**src/rtl/hvl_pkg.sv**
```systemverilog
package hvl_pkg;

    typedef enum logic [1:0] {
        ST_IDLE = 2'd0,
        ST_STEP = 2'd1,
        ST_REQ  = 2'd2,
        ST_WAIT = 2'd3
    } hvl_state_e;

    localparam logic [1:0] ES_16 = 2'b01;
    localparam logic [1:0] ES_32 = 2'b10;
    localparam logic [1:0] ES_64 = 2'b11;
    localparam logic [1:0] ES_BAD = 2'b00;

    localparam logic [4:0] IDX_FIELD_BAD = 5'd31;
    localparam int HALF_W = 16;
    localparam int SP_ALIGN_BITS = 4;

endpackage

```
**src/rtl/hvl_lane_geom.sv**
```systemverilog
module hvl_lane_geom
    import hvl_pkg::*;
#(
    parameter int VLEN = 128,
    localparam int PW  = VLEN / 8,
    localparam int EW  = $clog2(VLEN / 16),
    localparam int OW  = $clog2(VLEN),
    localparam int PSW = $clog2(VLEN / 8)
) (
    input  logic [1:0]    es_code,
    input  logic [EW-1:0] elem,
    input  logic [PW-1:0] mask,
    output logic [EW-1:0] last_elem,
    output logic          pred,
    output logic [OW-1:0] bit_off
);

    logic [PSW-1:0] pidx;

    always_comb begin
        case (es_code)
            ES_32: begin
                last_elem = EW'(VLEN / 32 - 1);
                pidx      = {elem[EW-2:0], 2'b00};
                bit_off   = {elem[EW-2:0], 5'b00000};
            end
            ES_64: begin
                last_elem = EW'(VLEN / 64 - 1);
                pidx      = {elem[EW-3:0], 3'b000};
                bit_off   = {elem[EW-3:0], 6'b000000};
            end
            default: begin
                last_elem = EW'(VLEN / 16 - 1);
                pidx      = {elem, 1'b0};
                bit_off   = {elem, 4'b0000};
            end
        endcase
        pred = mask[pidx];
    end

endmodule

```
**src/rtl/hvl_active_scan.sv**
```systemverilog
module hvl_active_scan
    import hvl_pkg::*;
#(
    parameter int VLEN = 128,
    localparam int PW  = VLEN / 8
) (
    input  logic [1:0]    es_code,
    input  logic [PW-1:0] mask,
    output logic          any_act
);

    logic [PW-1:0] sel16;
    logic [PW-1:0] sel32;
    logic [PW-1:0] sel64;

    for (genvar b = 0; b < PW; b++) begin : g_pos
        assign sel16[b] = ((b % 2) == 0);
        assign sel32[b] = ((b % 4) == 0);
        assign sel64[b] = ((b % 8) == 0);
    end

    always_comb begin
        case (es_code)
            ES_32:   any_act = |(mask & sel32);
            ES_64:   any_act = |(mask & sel64);
            default: any_act = |(mask & sel16);
        endcase
    end

endmodule

```
**src/rtl/hvl_pred_loader.sv**
```systemverilog
module hvl_pred_loader
    import hvl_pkg::*;
#(
    parameter int VLEN = 128,
    parameter int AW   = 64,
    localparam int PW  = VLEN / 8,
    localparam int EW  = $clog2(VLEN / 16),
    localparam int OW  = $clog2(VLEN)
) (
    input  logic            clk,
    input  logic            rst_n,
    input  logic            req_valid,
    input  logic [1:0]      req_es,
    input  logic [4:0]      req_idx_field,
    input  logic [AW-1:0]   req_base,
    input  logic [AW-1:0]   req_index,
    input  logic            req_use_sp,
    input  logic [PW-1:0]   req_mask,
    input  logic [AW-1:0]   sp_value,
    output logic            busy,
    output logic            done,
    output logic [VLEN-1:0] result,
    output logic            illegal,
    output logic            sp_misalign,
    output logic            mem_req_valid,
    output logic [AW-1:0]   mem_addr,
    input  logic            mem_req_ready,
    input  logic            mem_rsp_valid,
    input  logic [HALF_W-1:0] mem_rsp_data
);

    typedef struct packed {
        hvl_state_e    st;
        logic [1:0]    es;
        logic [AW-1:0] base;
        logic [AW-1:0] idx;
        logic [PW-1:0] mask;
        logic [EW-1:0] elem;
        logic [VLEN-1:0] vec;
        logic          done;
        logic          ill;
        logic          mis;
    } ld_state_t;

    ld_state_t s_d, s_q;

    logic          req_any_act;
    logic [EW-1:0] cur_last;
    logic          cur_pred;
    logic [OW-1:0] cur_off;
    logic          capture;
    logic          advance;
    logic          req_bad;
    logic          sp_off;

    hvl_active_scan #(.VLEN(VLEN)) u_scan (
        .es_code (req_es),
        .mask    (req_mask),
        .any_act (req_any_act)
    );

    hvl_lane_geom #(.VLEN(VLEN)) u_geom (
        .es_code   (s_q.es),
        .elem      (s_q.elem),
        .mask      (s_q.mask),
        .last_elem (cur_last),
        .pred      (cur_pred),
        .bit_off   (cur_off)
    );

    assign req_bad = (req_idx_field == IDX_FIELD_BAD) || (req_es == ES_BAD);
    assign sp_off  = |sp_value[SP_ALIGN_BITS-1:0];

    always_comb begin
        s_d      = s_q;
        s_d.done = 1'b0;
        s_d.ill  = 1'b0;
        s_d.mis  = 1'b0;
        capture  = 1'b0;
        advance  = 1'b0;

        case (s_q.st)
            ST_IDLE: begin
                if (req_valid) begin
                    if (req_bad) begin
                        s_d.ill = 1'b1;
                    end else if (req_use_sp && req_any_act && sp_off) begin
                        s_d.mis = 1'b1;
                    end else begin
                        s_d.st   = ST_STEP;
                        s_d.es   = req_es;
                        s_d.base = req_use_sp ? sp_value : req_base;
                        s_d.idx  = req_index;
                        s_d.mask = req_mask;
                        s_d.elem = '0;
                        s_d.vec  = '0;
                    end
                end
            end
            ST_STEP: begin
                if (cur_pred) begin
                    s_d.st = ST_REQ;
                end else begin
                    advance = 1'b1;
                end
            end
            ST_REQ: begin
                if (mem_req_ready) begin
                    if (mem_rsp_valid) begin
                        capture = 1'b1;
                        advance = 1'b1;
                    end else begin
                        s_d.st = ST_WAIT;
                    end
                end
            end
            ST_WAIT: begin
                if (mem_rsp_valid) begin
                    capture = 1'b1;
                    advance = 1'b1;
                end
            end
            default: s_d.st = ST_IDLE;
        endcase

        if (capture) begin
            s_d.vec[cur_off +: HALF_W] = mem_rsp_data;
        end

        if (advance) begin
            s_d.idx = s_q.idx + AW'(1);
            if (s_q.elem == cur_last) begin
                s_d.st   = ST_IDLE;
                s_d.done = 1'b1;
            end else begin
                s_d.elem = s_q.elem + EW'(1);
                s_d.st   = ST_STEP;
            end
        end
    end

    always_ff @(posedge clk or negedge rst_n) begin
        if (!rst_n) begin
            s_q <= '0;
        end else begin
            s_q <= s_d;
        end
    end

    assign busy          = (s_q.st != ST_IDLE);
    assign done          = s_q.done;
    assign illegal       = s_q.ill;
    assign sp_misalign   = s_q.mis;
    assign result        = s_q.vec;
    assign mem_req_valid = (s_q.st == ST_REQ);
    assign mem_addr      = s_q.base + (s_q.idx << 1);

endmodule

```
**config.mk**
```make
export PLATFORM = sky130hd
export DESIGN_NAME = hvl_pred_loader
export DESIGN_NICKNAME = d
export VERILOG_FILES = /design/src/rtl/hvl_pkg.sv /design/src/rtl/hvl_lane_geom.sv /design/src/rtl/hvl_active_scan.sv /design/src/rtl/hvl_pred_loader.sv
export SDC_FILE = /design/constraint.sdc
export NUM_CORES = 1
export LEC_CHECK = 0
export ABC_AREA = 1
export BUFFER_PORTS_ARGS = -buffer_cell sky130_fd_sc_hd__buf_2
export CORE_MARGIN = 5
export CORE_UTILIZATION = 35
export CTS_BUF_LIST = sky130_fd_sc_hd__clkbuf_4 sky130_fd_sc_hd__clkbuf_8
export DETAILED_ROUTE_END_ITERATION = 10
export GPL_TIMING_DRIVEN = 0
export PLACE_DENSITY_LB_ADDON = 0.15
export SYNTH_ARGS = -nofsm -noshare
export SYNTH_HDL_FRONTEND = slang
export SYNTH_HIERARCHICAL = 1
export SYNTH_SLANG_ARGS = --single-unit
```
**constraint.sdc**
```tcl
create_clock -name clk -period 5.7 [get_ports clk]
set_input_delay 0.285 -clock clk [delete_from_list [all_inputs] [get_ports clk]]
set_output_delay 0.285 -clock clk [all_outputs]
set_load 0.01 [all_outputs]
```
# [After elaboration in Yosys (flattened, before gate mapping)]
# Cells that the tools add are included.
[classes] addsub=4 multipliers=0 div_mod_pow=0 magnitude_cmp=1 eq_ne=17 shifts=2 n_mux=34 bitwise_logic=2 reduce_logical=16
[op_table] op="279-bit 2-to-1 mux" count=3
[op_table] op="211-bit 2-to-1 mux" count=1
[op_table] op="128-bit bitwise mux" count=1
[op_table] op="128-bit 2-to-1 mux" count=1
[op_table] op="64-bit 2-to-1 mux" count=2
[op_table] op="16-bit by 9-bit variable shift with 128-bit output, first input constant" count=1
[op_table] op="16-bit by 9-bit indexed part select with 128-bit output" count=1
[op_table] op="64-bit by 1-bit adder with 64-bit output, second input constant" count=1
[op_table] op="64-bit adder" count=1
[op_table] op="7-bit case mux with 2 select lines" count=1
[op_table] op="2-bit == test, second input constant" count=6
[op_table] op="2-bit 2-to-1 mux" count=6
[op_table] op="3-bit inequality test, second input constant" count=4
[op_table] op="1-bit 2-to-1 mux" count=10
[op_table] op="7-bit negator with 9-bit output" count=1
[op_table] op="4-bit case mux with 2 select lines" count=1
[op_table] op="4-bit AND reduction" count=2
[op_table] op="4-bit OR reduction" count=2
[op_table] op="8-bit OR reduction" count=1
[op_table] op="7-bit AND reduction" count=1
[op_table] op="3-bit 2-to-1 mux" count=2
[op_table] op="2-bit case mux with 3 select lines" count=1
[op_table] op="3-bit case mux with 2 select lines" count=1
[op_table] op="2-bit nonzero test" count=3
[op_table] op="other kinds (17)" count=22
[totals] register_bits=282 latch_bits=0 mem_bits_rw=0 romBits=0 input_bits=237 out_inout_bits=197 word_cells=86 mem_count=0

# [Longest topological paths before layout]
# Gate-level depths: netlist (run 1).
[depth] ltp_word=10 ltp_mapped=20

# [Hierarchy]
# The synthesis (run 1) kept the hierarchy.
[by_module_without_submodules] mod="hvl_pred_loader" n_inst=1 cells_per_inst=3863 area_each_um2=23880.4 seq_area_each_um2=7031.7
[by_module_without_submodules] mod="hvl_lane_geom" n_inst=1 cells_per_inst=46 area_each_um2=217.7 seq_area_each_um2=0.0
[by_module_without_submodules] mod="hvl_active_scan" n_inst=1 cells_per_inst=14 area_each_um2=53.8 seq_area_each_um2=0.0

# [Worst setup path after synthesis (run 1)]
# No wires, ideal clock.
[synth_path] path_type="register to output" start="register s_q[150] (netlist bit)" end="output port mem_addr[59]" arrival_time_ps=1981 setup_slack_ps=3434 path_stages_with_launch=15 n_path_buf=0 cell_sequence="dfrtp_1 -> ha_1 -> fa_1 -> nand3_1 -> nand2_1 -> nand2_1 -> nand2_1 -> nand2_1 -> nand2_1 -> nand2_1 -> nand3_1 -> nand3_1 -> nand2_1 -> nand2_1 -> nand2_1"
[synth_via] elab_chain_len=1
[synth_lines] element="start: declaration" line="hvl_pred_loader.sv:45" source="ld_state_t s_d, s_q;"
[synth_lines] element="start signal: assignment" line="hvl_pred_loader.sv:144" source="s_q <= '0;"
[synth_lines] element="start signal: assignment" line="hvl_pred_loader.sv:146" source="s_q <= s_d;"
[synth_lines] element="64-bit adder" line="hvl_pred_loader.sv:156" source="assign mem_addr = s_q.base + (s_q.idx << 1);"
[synth_lines] element="end: declaration" line="hvl_pred_loader.sv:26" source="output logic [AW-1:0] mem_addr,"
# Every way passes these cells.

# [Worst setup path in the final report (run 1)]
[layout_path] start="register s_q[150] (netlist bit)" end="output port mem_addr[61]"
# The elaborated chain is that of the path after synthesis.

==> results of run 1 <==
-- area by class of cell --
class	count	area, um2
antenna	3	7.51
sequential	273	6830
tap	873	1090
clock inverter	5	86.3
timing repair buffer	594	3870
multi-input combinational	2928	13800
fill	7438	37500
clock buffer	78	980
inverter	424	1590
buffer	269	1610
-- worst max-delay path: stages (launching register included) --
cell and delay [ns]:
dfrtp_1 0.46, ha_1 0.28, fa_1 0.43, nand3_1 0.10, nand2_1 0.16, nand2_1 0.10
nand2_1 0.14, nand2_1 0.09, nand2_1 0.15, nand2_1 0.10, nand2_1 0.16, nand2_1 0.22
nand3_1 0.10, nand2_1 0.12, buf_2 0.16
-- flip-flops by register name (all words and copies together) (netlist names) --
| signal | count |
|---|---|
| done | 1 |
| sp_misalign | 1 |
| illegal | 1 |
| s_q | 142 |
| result | 128 |
-- layer usage --
| metal | GRT usage [%] | vias to the layer above | wire [um] |
|---|---|---|---|
| met1 | 40.3 | 13400 | 49900 |
| met4 | 14.9 | 0 | 6910 |
| met5 | 0 | - | 0 |
| met3 | 4.37 | 311 | 8830 |
| li1 | - | 13700 | - |
| met2 | 55.5 | 1297 | 58600 |
-- repair_timing --
| action | 4_1_cts | 5_1_grt |
|---|---|---|
| gates resized for setup | 0 | 0 |
| hold buffers | 168 | 0 |
| endpoints found under the hold margin | 195 | 0 |
-- power by group --
| group | switching [W] | total [W] | internal [W] |
|---|---|---|---|
| combinational | 0.00662 | 0.00968 | 0.00305 |
| sequential | 0.000835 | 0.00335 | 0.00252 |
| clock | 0.000941 | 0.00211 | 0.00117 |
-- per-stage QoR --
step	instance area [um2]	hold WS (ns)	total power, W	instances	setup slack (ns)
2_1_floorplan	23900	-0.0106	0.00871	3894	3.43
3_5_place_dp	27200	0.288	0.0126	5193	2.29
3_3_place_gp	27100	0.468	0.0126	5191	-1.22
5_1_grt	29900	0.0159	0.0161	5446	1.82
6_report	29900	0.0423	0.0151	5447	1.97
4_1_cts	29900	0.00965	0.0149	5444	1.92
-- worst max path at each step --
| stage | startpoint | endpoint |
|---|---|---|
| after global placement | rst_n | s_q[265]$_DFFE_PN0P_ |
| after CTS | s_q[150]$_DFFE_PN0P_ | mem_addr[27] |
| after detailed placement | req_use_sp | s_q[277]$_DFFE_PN0P_ |
| final | s_q[150]$_DFFE_PN0P_ | mem_addr[61] |
| after global routing | s_q[150]$_DFFE_PN0P_ | mem_addr[59] |
| after floorplan | s_q[150]$_DFFE_PN0P_ | mem_addr[59] |
-- cell usage in the layout (no fill, tap or decap), types with 4 or more instances in the layout --
| master | instances |
|---|---|
| xnor2_1 | 9 |
| nor2_1 | 375 |
| o21bai_1 | 7 |
| o21ai_1 | 34 |
| dfrtp_1 | 273 |
| clkbuf_4 | 15 |
| ha_1 | 71 |
| nor3_1 | 57 |
| nand3_1 | 382 |
| inv_2 | 15 |
| buf_2 | 459 |
| nand3b_1 | 11 |
| nand4_1 | 62 |
| conb_1 | 5 |
| dlygate4sd3_1 | 168 |
| xor2_1 | 76 |
| clkbuf_1 | 75 |
| nand2_2 | 7 |
| buf_1 | 12 |
| or2_2 | 4 |
| o21ai_0 | 301 |
| buf_4 | 144 |
| o211ai_1 | 51 |
| clkbuf_8 | 63 |
| nand2_1 | 1301 |
| a21boi_0 | 5 |
| a21oi_1 | 122 |
| nor2_2 | 9 |
| inv_1 | 407 |
==> run_results.csv, run 1 <==
group,metric,value,unit
placed_design,dp_hpwl,101000,um
power_and_ir_drop,p_per_area,506,mW/mm2
sta,slew_headroom,23.0,%
min_path,hold-path-endpoint,"s_q[262]$_DFFE_PN0P_",
global_routing,grt_pass1_wl,179000,um
clocking,clockBufferDepth,3,
routing,drt-initial-drc-count,2688,
sta,rsz0062_at_grt,"no",
critical_path,cp_max_fo,7,
sta,setup_violations,0,
critical_path,r2r_cells,13,
critical_path,cp_data_arrival_time,3.44,ns
critical_path,setup.worst_path.end_class,"output port",
floorplan,rows,95,
critical_path,r2r_slack,2.26,ns
sta,setup_tns,0,ns
critical_path,critPathKind,"flip-flop to output port",
synthesis,avgSynthCellArea,6.13,um2
global_routing,grt_pass1_vias,28000,
min_path,min_path_type,"input pin to flip-flop",
global_routing,antenna_found_initial,2,
routing,ant_nets,0,
clocking,cts_made_buffers,54,
clocking,post_cts_buffers,0,
floorplan,die_w,271,um
routing,vias_per_cell,5.28,
global_routing,grt_max_degree,109,
clocking,cts_sinks,273,
layout,utilization,44.4,%
clocking,clock_latency,0.69,ns
floorplan,die_area,0.0735,mm2
global_routing,grt_overflow,0,
routing,vias,28800,
clocking,root_buffer,"clkbuf_8",
min_path,hp-start,"sp_value[48]",
critical_path,rr_endpoint,"result[32]$_DFF_PN0_",
sta,clock_skew,0.0454,ns
floorplan,die_y,271,um
critical_path,start_kind,"flip-flop",
placed_design,portBuffers,424,
sta,post-route-period-util,65.4,%
synthesis,postSynthCellCount,3891,
floorplan,start_util,35.4,%
routing,avgRoutedWirePerCell,22.8,um
routing,drt-total-wl,124000,um
min_path,hold_depth,5,
layout,synthToLayoutAreaGrowth,25.3,%
placed_design,gp_congestion,1.07,
floorplan,core-area,0.0674,mm2
routing,drc,0,
clocking,h-tree-depth,2,
critical_path,r2r_start,"s_q[131]$_DFF_PN0_",
power_and_ir_drop,peakVddDrop,0.000333,V
power_and_ir_drop,p_leak,15.7,nW
sta,finalHoldViolCount,0,
layout,drive_above_1_share,16.1,%
global_routing,grtUsageTotal,32.3,%
synthesis,yosysWarnings,6,
synthesis,synth_area,0.0239,mm2
run,cap_violations,0,
sta,slew_violations,0,
sta,tightest_slew,1.15,ns
clocking,clk_pin_slew,0.07,ns
sta,fin_crit,3.73,ns
critical_path,worstPathRequired,5.41,ns
clocking,cts_tree,"yes",
sta,fmax,0.268,GHz
layout,final_nets,4853,
outcome,status,"finished clean",
floorplan,ioPinCount,434,
routing,firstDrtPassIters,9,
Power figures use the tool's default switching activity.
==> run 2: changes to the inputs <==
Clock period 5.7 ns to 3.9 ns, I/O delays scaled along.
==> run 2 against run 1 <==
  * Global-route usage rose by 0.10 points
  * Clock skew fell by 0.0023 ns
  * Combinational power rose by 47%
  * Flip-flop and latch count did not move
  * First-iteration DRC count rose by 0.33%
  * Worst setup slack got worse by 1.7 ns
  * Routed wire length rose by 0.18%
  * Critical path type unchanged
  * Die area did not move
  * Register-to-register slack got worse by 1.7 ns
==> run_results.csv, run 2 (synthesized netlist as in run 1, its figures left out) <==
group,metric,value,unit
critical_path,setup.worst_path.end_class,"output port",
min_path,hold_depth,5,
floorplan,die_area,0.0735,mm2
floorplan,rows,95,
critical_path,slowest_delay,0.46,ns
power_and_ir_drop,power,0.0221,W
routing,vias_per_cell,5.28,
placed_design,gp_congestion,1.07,
critical_path,cp_max_fo,7,
sta,rsz0062_at_grt,"no",
clocking,clock_latency,0.68,ns
min_path,hold-path-endpoint,"s_q[243]$_DFFE_PN0P_",
placed_design,place_inst,5193,
critical_path,path_common_cell,"nand2_1",
layout,final_common_cell,"nand2_1",
sta,slew_headroom,22.9,%
global_routing,grt_max_degree,109,
clocking,post_cts_buffers,0,
floorplan,start_util,35.4,%
routing,drt-total-wl,124000,um
sta,tightest_slew,1.16,ns
sta,fmax,0.274,GHz
critical_path,r2r_start,"s_q[131]$_DFF_PN0_",
critical_path,worstPathRequired,3.70,ns
clocking,clockBufferDepth,3,
sta,setup_violations,0,
layout,final_nets,4886,
routing,vias,29000,
min_path,hp-start,"sp_value[29]",
global_routing,grt_pass1_wl,180000,um
clocking,cts_made_buffers,54,
layout,synthToLayoutAreaGrowth,26.7,%
placed_design,portBuffers,424,
power_and_ir_drop,peakVddDrop,0.000486,V
sta,finalHoldViolCount,0,
floorplan,core-area,0.0674,mm2
layout,layout_common_cells,"nand2_1 (1301), buf_2 (459), inv_1 (407), nand3_1 (382), nor2_1 (375)",
sta,clock_skew,0.0430,ns
global_routing,grt_overflow,0,
layout,layoutNonFillerInstCount,5479,
routing,ant_nets,0,
clocking,cts_sinks,273,
critical_path,cp_data_arrival_time,3.45,ns
sta,whs,0.0228,ns
routing,avgRoutedWirePerCell,22.7,um
global_routing,grtUsageTotal,32.4,%
critical_path,rr_endpoint,"result[32]$_DFF_PN0_",
layout,regMostFlops,"s_q",
run,cap_violations,0,
floorplan,die_y,271,um
critical_path,cp_cell_sequence,"ha_1 > fa_1 > nand3_1 > nand2_1 > nand2_1 > nand2_1 > nand2_1 > nand2_1 > nand2_1 > nand2_1 > nand2_1 > nand3_1 > nand2_1 > buf_2",
routing,drc,0,
layout,largest_reg_flops,142,
critical_path,r2r_cells,13,
sta,post-route-period-util,93.5,%
power_and_ir_drop,p_leak,15.8,nW
routing,firstDrtPassIters,6,
global_routing,grt_pass1_vias,28200,
routing,drt-initial-drc-count,2697,
layout,drive_above_1_share,16.0,%
critical_path,r2r_slack,0.51,ns
min_path,min_path_type,"input pin to flip-flop",
clocking,cts_resized,0,
clocking,cts_tree,"yes",
clocking,clk_pin_slew,0.07,ns
floorplan,ioPinCount,434,
sta,fin_crit,3.65,ns
outcome,status,"finished clean",
clocking,root_buffer,"clkbuf_8",
critical_path,crit_slowest_cell,"dfrtp_1",
global_routing,antenna_found_initial,2,
floorplan,die_w,271,um
clocking,h-tree-depth,2,
sta,slew_violations,0,
critical_path,start_kind,"flip-flop",
power_and_ir_drop,p_per_area,732,mW/mm2
placed_design,dp_hpwl,101000,um
critical_path,critPathKind,"flip-flop to output port",
-- run 2: worst max path at each step --
stage                     slack (ns)                  from  cells after the start              endpoint
after floorplan                 1.72  s_q[150]$_DFFE_PN0P_                     14          mem_addr[59]
after global placement         -2.93                 rst_n                      1  s_q[265]$_DFFE_PN0P_
after detailed placement        0.58            req_use_sp                      6  s_q[277]$_DFFE_PN0P_
after CTS                       0.21  s_q[150]$_DFFE_PN0P_                     12          mem_addr[27]
after global routing            0.11  s_q[150]$_DFFE_PN0P_                     15          mem_addr[59]
final                           0.25  s_q[150]$_DFFE_PN0P_                     14          mem_addr[61]
-- run 2: repair_timing --
item,4_1_cts,5_1_grt
hold endpoints to repair,232,0
setup endpoints to repair,0,0
hold buffers,201,0
-- run 2: routing by layer --
metal / vias up / track usage, % / routed length, um
met5: - / 0 / 0
met4: 0 / 15.0 / 6690
met3: 304 / 4.39 / 8530
met2: 1235 / 55.7 / 59100
met1: 13700 / 40.4 / 50100
li1: 13800 / - / -
-- run 2: stage by stage --
stage / area [um2] / worst slack, ns / utilization (%) / TNS [ns]
after floorplan: 23900 / 1.72 / - / 0
after global placement: 27100 / -2.93 / 40.2 / -782.96
after detailed placement: 27200 / 0.575 / 40.3 / 0
after CTS: 30200 / 0.214 / 44.9 / 0
after global routing: 30200 / 0.110 / 44.9 / 0
final: 30200 / 0.253 / 44.9 / 0
-- run 2: final cells by class --
type                            count  area (um2)
Fill cell                        7394       37200
Buffer                            269        1610
Clock buffer                       78         980
Sequential cell                   273        6830
Timing Repair Buffer              627        4200
Clock inverter                      5        86.3
Multi-Input combinational cell   2928       13800
Antenna cell                        2        5.00
Inverter                          424        1590
Tap cell                          873        1090
-- run 2: where the power goes --
part           internal, W  switching (W)
clock              0.00171        0.00136
combinational      0.00449        0.00967
sequential         0.00368        0.00122
total              0.00988         0.0122
-- run 2: worst max-delay path, delay by kind of cell, from the launching register on --
kind | cells | cell delay (ns)
buf+inv | 1 | 0.16
simple gates | 11 | 1.46
fa+ha+maj | 2 | 0.70
flops | 1 | 0.46
